$ cat config.mk
export PLATFORM = sky130hd
export DESIGN_NAME = ucode_seq
export DESIGN_NICKNAME = d
export VERILOG_FILES = /design/src/rtl/ucode_pkg.sv /design/src/rtl/ucode_map.sv /design/src/rtl/ucode_rom.sv /design/src/rtl/ucode_ctr.sv /design/src/rtl/ucode_seq.sv
export SDC_FILE = /design/constraint.sdc
export NUM_CORES = 1
export LEC_CHECK = 0
export BUFFER_PORTS_ARGS = -buffer_cell sky130_fd_sc_hd__buf_2
export CORE_UTILIZATION = 50
export CTS_CLUSTER_DIAMETER = 150
export CTS_CLUSTER_SIZE = 16
export DETAILED_ROUTE_END_ITERATION = 10
export MAX_ROUTING_LAYER = met4
export PLACE_DENSITY = 0.84
export SYNTH_ARGS = -nofsm -noshare
export SYNTH_HDL_FRONTEND = slang
export SYNTH_SLANG_ARGS = --single-unit
$ cat constraint.sdc
create_clock -name clk -period 4.3 [get_ports clk]
set_input_delay 0.645 -clock clk [delete_from_list [all_inputs] [get_ports clk]]
set_output_delay 0.645 -clock clk [all_outputs]
set_load 0.02 [all_outputs]
$ cat src/rtl/ucode_pkg.sv
package ucode_pkg;

   typedef enum logic {SEQ_IDLE = 1'b0, SEQ_RUN = 1'b1} seq_state_e;

   // first control-store address of sequence k (sequences packed back to back)
   function automatic int tri_start(input int k);
      return (k * (k + 1)) / 2;
   endfunction

   // true when address a holds the final word of some sequence
   function automatic bit is_seq_end(input int a, input int n_seq);
      for (int k = 0; k < n_seq; k++)
         if (a == tri_start(k) + k) return 1'b1;
      return 1'b0;
   endfunction

endpackage

$ cat src/rtl/ucode_map.sv
module ucode_map
   import ucode_pkg::*;
#(
   parameter int OP_W    = 4,
   parameter int ADDR_W  = 4,
   parameter int NUM_SEQ = 4
)(
   input  logic [OP_W-1:0]   op_i,
   output logic              cplx_o,
   output logic [ADDR_W-1:0] start_o
);
   localparam int IDX_W = OP_W - 1;

   logic [IDX_W-1:0] idx;
   assign idx = op_i[IDX_W-1:0];

   always_comb begin
      cplx_o  = op_i[OP_W-1] && (int'(idx) < NUM_SEQ);
      start_o = '0;
      if (cplx_o) start_o = ADDR_W'(tri_start(int'(idx)));
   end
endmodule

$ cat src/rtl/ucode_rom.sv
module ucode_rom
   import ucode_pkg::*;
#(
   parameter int ADDR_W  = 4,
   parameter int CW_W    = 8,
   parameter int NUM_SEQ = 4
)(
   input  logic [ADDR_W-1:0] addr_i,
   output logic [CW_W-1:0]   ctl_o,
   output logic              last_o
);
   localparam int DEPTH = tri_start(NUM_SEQ);

   logic [DEPTH-1:0][CW_W-1:0] ctl_tab;
   logic [DEPTH-1:0]           last_tab;

   for (genvar a = 0; a < DEPTH; a++) begin : g_word
      assign ctl_tab[a]  = CW_W'(a + 1);
      assign last_tab[a] = is_seq_end(a, NUM_SEQ);
   end

   always_comb begin
      ctl_o  = '0;
      last_o = 1'b1;   // any address past the table ends the sequence
      if (int'(addr_i) < DEPTH) begin
         ctl_o  = ctl_tab[addr_i];
         last_o = last_tab[addr_i];
      end
   end
endmodule

$ cat src/rtl/ucode_ctr.sv
module ucode_ctr
   import ucode_pkg::*;
#(
   parameter int ADDR_W = 4
)(
   input  logic              clk,
   input  logic              rst_n,
   input  logic              req_i,
   input  logic [ADDR_W-1:0] start_i,
   input  logic              last_i,
   output logic              busy_o,
   output logic              stall_o,
   output logic [ADDR_W-1:0] addr_o
);
   seq_state_e        state_q;
   logic [ADDR_W-1:0] addr_q;
   logic              take;

   assign busy_o  = (state_q == SEQ_RUN);
   assign stall_o = busy_o & ~last_i;
   assign take    = req_i & ~stall_o;
   assign addr_o  = addr_q;

   always_ff @(posedge clk) begin
      if (!rst_n) begin
         state_q <= SEQ_IDLE;
         addr_q  <= '0;
      end else if (take) begin
         state_q <= SEQ_RUN;
         addr_q  <= start_i;
      end else if (busy_o && last_i) begin
         state_q <= SEQ_IDLE;
      end else if (busy_o) begin
         addr_q <= addr_q + 1'b1;
      end
   end

   a_r3_load_start: assert property (@(posedge clk) disable iff (!rst_n)
      take |=> busy_o && addr_o == $past(start_i));
   a_r4_step_next: assert property (@(posedge clk) disable iff (!rst_n)
      stall_o |=> busy_o && addr_o == $past(addr_o) + 1'b1);
   a_r6_release_idle: assert property (@(posedge clk) disable iff (!rst_n)
      busy_o && last_i && !req_i |=> !busy_o);
   a_r2_no_spurious_start: assert property (@(posedge clk) disable iff (!rst_n)
      !busy_o && !req_i |=> !busy_o);
endmodule

$ cat src/rtl/ucode_seq.sv
module ucode_seq
   import ucode_pkg::*;
#(
   parameter int OP_W    = 4,
   parameter int ADDR_W  = 4,
   parameter int CW_W    = 8,
   parameter int NUM_SEQ = 4
)(
   input  logic            clk,
   input  logic            rst_n,
   input  logic            dec_valid_i,
   input  logic [OP_W-1:0] dec_op_i,
   output logic            stall_o,
   output logic [CW_W-1:0] ctl_o,
   output logic            busy_o
);
   localparam int DEPTH = tri_start(NUM_SEQ);

   if (OP_W < 2) begin : g_bad_op
      $error("OP_W must be at least 2");
   end
   if (NUM_SEQ < 1 || NUM_SEQ > (1 << (OP_W - 1))) begin : g_bad_seq
      $error("NUM_SEQ must fit the opcode index field");
   end
   if (DEPTH > (1 << ADDR_W)) begin : g_bad_addr
      $error("ADDR_W too narrow for the control store");
   end
   if (DEPTH >= (1 << CW_W)) begin : g_bad_cw
      $error("CW_W too narrow for distinct control words");
   end

   logic              cplx;
   logic [ADDR_W-1:0] start_addr;
   logic [ADDR_W-1:0] upc;
   logic [CW_W-1:0]   rom_ctl;
   logic              rom_last;

   ucode_map #(.OP_W(OP_W), .ADDR_W(ADDR_W), .NUM_SEQ(NUM_SEQ)) u_map (
      .op_i(dec_op_i), .cplx_o(cplx), .start_o(start_addr));

   ucode_ctr #(.ADDR_W(ADDR_W)) u_ctr (
      .clk(clk), .rst_n(rst_n), .req_i(dec_valid_i & cplx),
      .start_i(start_addr), .last_i(rom_last),
      .busy_o(busy_o), .stall_o(stall_o), .addr_o(upc));

   ucode_rom #(.ADDR_W(ADDR_W), .CW_W(CW_W), .NUM_SEQ(NUM_SEQ)) u_rom (
      .addr_i(upc), .ctl_o(rom_ctl), .last_o(rom_last));

   assign ctl_o = busy_o ? rom_ctl : '0;

   a_r3_start_in_store: assert property (@(posedge clk) disable iff (!rst_n)
      cplx |-> int'(start_addr) < DEPTH);
   a_r4_word_not_nop: assert property (@(posedge clk) disable iff (!rst_n)
      busy_o |-> ctl_o != '0);
endmodule

* Word level (Yosys, flattened, before mapping)
Memories as Yosys holds them, arrays and structs flattened. A register that Yosys moved wholly into a read port is not among the register bits. Index checks and enable logic that the tools add are counted.
Storage, ports and cells: bits of input ports 7, bits in latches 0, bits in registers 5, memory bits (writable) 0, memories kept 2, bits in read-only memories 144
Memories:
- (no name shown) | words 16, width 8, rd ports 1, clocked after memory_dff 1, write ports 0, RTL line ucode_rom.sv:26 | ctl_o = ctl_tab[addr_i];
- (no name shown) | words 16, width 1, rd ports 1, clocked after memory_dff 1, write ports 0, RTL line ucode_rom.sv:27 | last_o = last_tab[addr_i];
Operators by class: $lt $le $gt $ge 3, multiply operators 1, multiplexer cells 15, bitwise logic cells 6, reductions and logical operators 5, div/mod/pow operators 0, shifts and indexed selects 0, equal/unequal tests 1, add/subtract/negate cells 3
Operators with widths (count):
- two-way mux 4 bit | 8
- two-way mux 8 bit | 3
- < comparator 4 x 5 -> 1 bit (second input constant) | 1
- multiplier 3 x 4 -> 5 bit | 1
- adder 3 x 1 -> 4 bit (second input constant) | 1
- adder 4 x 1 -> 4 bit | 1
- adder 4 x 1 -> 4 bit (second input constant) | 1
- < comparator 4 bit (second input constant) | 1
- two-way mux 1 bit | 4
- nonzero test 2 bit | 2
- bitwise AND 1 bit | 3
- < comparator 3 bit (second input constant) | 1
- logical AND 1 bit | 2
- != test 2 x 1 -> 1 bit (second input constant) | 1
- inverter 1 bit | 2
- AND reduction 2 bit | 1
- bitwise AND 1 bit (first input constant) | 1

* Depth between registers and ports, before layout
word-level depth 11, depth in mapped cells 13

* Modules after synthesis
From an unflattened synthesis, not the netlist that was laid out.
Unflattened totals: cells, all modules 91, area, all modules 730.7 um^2
By module, submodules not included:
- ucode_ctr | sequential area each 100.1 um^2, area an instance 275.3 um^2, times used 1, cells each 31
- ucode_map | sequential area each 0.0 um^2, area an instance 237.7 um^2, times used 1, cells each 28
- ucode_rom | sequential area each 0.0 um^2, area an instance 161.4 um^2, times used 1, cells each 23
- ucode_seq | sequential area each 0.0 um^2, area an instance 56.3 um^2, times used 1, cells each 9

* Least setup slack after synthesis
No wires, ideal clock.
path kind in2reg, start input dec_op_i[0], end register (tool-made name), stages on the path 13, path buffers 0, arrival time 3.093 ns, required time 4.183 ns, path slack 1.090 ns, cells stage by stage ha_1 > inv_1 > ha_1 > nand2b_1 > fa_1 > inv_1 > ha_1 > fa_1 > inv_1 > a211o_2 > nand4_1 > o21ai_0 > a22o_1
RTL lines:
- start, declared | RTL line ucode_seq.sv:12 | input logic [OP_W-1:0] dec_op_i,

==> reports/metrics.cfg <==
[outcome]
outcome = finished, final reports clean

[layout]
n_fill_cell = 145
fin_nets = 128
diodes = 0
mostFrequentLayoutCells = inv_1 (14), buf_2 (12), dfxtp_1 (10)
drive_above_1_share = 0.296
mostFrequentLayoutCell = inv_1
fin_area_um2 = 957
multi_input_area_um2 = 584
regArea_um2 = 200
final_core_util = 0.614
areaGrowthSynthToFinish_pct = 10.7

[setup_path]
crit_arrival_ps = 3520
worst_path_most_repeated_cell = ha_1
worst-path-max-fanout = 5
critPathKind = input pin to flop
slowest_delay_ps = 560
ff2ff_path_depth = 8
reg2reg_slack_ps = 2090
timing.critical_path.from = dec_op_i[0]
slowest_stage = a311oi_1
crit_path_start_kind = input pin
required_ps = 4450
end_kind = flop
crit_chain = buf_2 -> ha_1 -> inv_1 -> ha_1 -> nand2b_1 -> fa_1 -> inv_1 -> ha_1 -> nand2_1 -> a311oi_1 -> inv_1 -> ha_1 -> nor4b_1 -> nor4_1

[grt]
met2_usage = 0.328
grt.met1_usage = 0.233
grt_pass1_vias = 607
antenna_found_initial = 0
use_met3 = 0.0500
grt_max_degree = 11
grt_pass1_wl_mm = 2.66
grt_overflow = 0
grt_util_all_layers = 0.197
grt.busiest_layer = met2

[timing]
rsz0062_at_grt = false
hold_viol_final = 0
worst-slew-pin-transition_ps = 593
slew_headroom = 0.602
fin_crit_ps = 3380
fin_crit_sh = 0.786
fin_hold_ws_ps = 589
final.setup.tns_ps = 0
maxSlewViolCount = 0
setup_viol = 0
fin_worst_skew_ps = 3.56
fmax_ghz = 0.296

[route]
routed_wl_mm = 1.56
dr.pass1.iters = 4
ant_nets = 0
drc = 0
drt_iter0_markers = 9
via_count = 686
wire_per_inst_um = 12.6
via_per_inst = 5.53

[clock_tree]
cts_tree = built
cts_resized = 0
cts_hold_buf = 0
clkLatencyLatePin_ps = 260
cts.clk_slew.worst_paths_ps = 70
cts_setup_buffers = 0
cts_max_path_buffers = 2
htree_num_levels = 1
cts.sinks = 10
cts_buffers = 3
root_buffer = clkbuf_4

[placed_design]
post-dp-hpwl_mm = 1.32
routabilityCongestion = 0.815
portBuffers = 12
placed_cell_area_um2 = 921

[synthesis]
synth.cell_area_um2 = 865
ys_ff_latch = 10
netlist_instances = 94
synth-edff-count = 0
synth_warnings = 0
synth_ff_type = dfxtp_1
async_flop_share = 0
postSynthAreaPerCell_um2 = 9.20
ys_seq_area_frac = 0.232
synth_cell_types = 39

[power]
p_leak_nw = 0.489
p_int_w = 0.000179
powerDensity_mw_per_mm2 = 267
swShare = 0.300
combinationalPowerShare = 0.252
pwr-share-clk = 0.329
switchingPower_w = 0.0000768
seq_power_share = 0.419
p_total_w = 0.000256
max-vdd-ir-drop_mv = 0.129

[floorplan]
io_pins = 17
start_util = 0.555
die_y_um = 43.6
die_x_um = 43.6
num_rows = 14
die-area_mm2 = 0.00190
coreArea_mm2 = 0.00156

[run]
drv_cap = 0

[hold_path]
hold_path_class = flop to flop

## layer usage
metal | up-vias | share of wire
met3 | 0 | 0.028
met5 | - | 0
met1 | 323 | 0.46
li1 | 347 | -
met2 | 16 | 0.51
met4 | 0 | 0
## how the worst min path moves through the flow
stage,from,end,slack (ps),cells past startpoint
detailed placement,u_ctr.addr_o[1],u_ctr.addr_o[1],580,2
floorplan,u_ctr.addr_o[1],u_ctr.addr_o[1],540,2
finish,u_ctr.addr_o[1],u_ctr.addr_o[1],590,2
global placement,u_ctr.addr_o[1],u_ctr.addr_o[1],580,2
CTS,u_ctr.addr_o[1],u_ctr.addr_o[1],590,2
global route,u_ctr.addr_o[1],u_ctr.addr_o[1],620,2
## per-stage QoR
stage,setup WS (ps),instances
6_report,922,124
5_1_grt,777,124
4_1_cts,928,124
3_5_place_dp,648,120
2_1_floorplan,1090,97
3_3_place_gp,783,120
## final cells by class
class                           instances  share of cell area
Inverter                               15              0.0588
Multi-Input combinational cell         67               0.610
Sequential cell                        10               0.209
Timing Repair Buffer                   12              0.0627
Clock buffer                            4              0.0379
Tap cell                               16              0.0209
## Yosys cell counts (2+ instances only)
master / number / area [µm²]
inv_1: 14 / 52.6
dfxtp_1: 10 / 200
ha_1: 9 / 113
and3_2: 5 / 37.5
nand2_1: 5 / 18.8
buf_4: 4 / 30.0
nand2b_1: 4 / 25.0
fa_1: 3 / 60.1
a21oi_1: 2 / 10.0
a22o_1: 2 / 17.5
a22oi_2: 2 / 25.0
a311oi_1: 2 / 17.5
and2_1: 2 / 12.5
and4b_1: 2 / 20.0
nand4b_1: 2 / 17.5
nor2_1: 2 / 7.51
xnor2_1: 2 / 17.5
## critical path: cells and delay by family
family / cells / cell delay (ps)
buf+inv: 4 / 310
compound gates: 1 / 560
fa+ha+maj: 5 / 1370
simple gates: 4 / 640
## kinds of logic after synthesis
kind of cell,after synthesis,share of synthesized area
buf+inv,20,0.106
other cells,1,0.00434
fa+ha+maj,12,0.200
compound gates,16,0.187
flops,10,0.232
xor+xnor,2,0.0203
simple gates,33,0.252
## power by group through the flow
stage | Clock (W) | Sequential (W) | Combinational (W)
after floorplan | 0 | 0.000107 | 0.0000529
after global placement | 0 | 0.000108 | 0.0000620
after detailed placement | 0 | 0.000109 | 0.0000649
after CTS | 0.0000865 | 0.000107 | 0.0000650
after global routing | 0.0000924 | 0.000108 | 0.0000722
final | 0.0000841 | 0.000107 | 0.0000644
(Power assumes the default switching activity.)
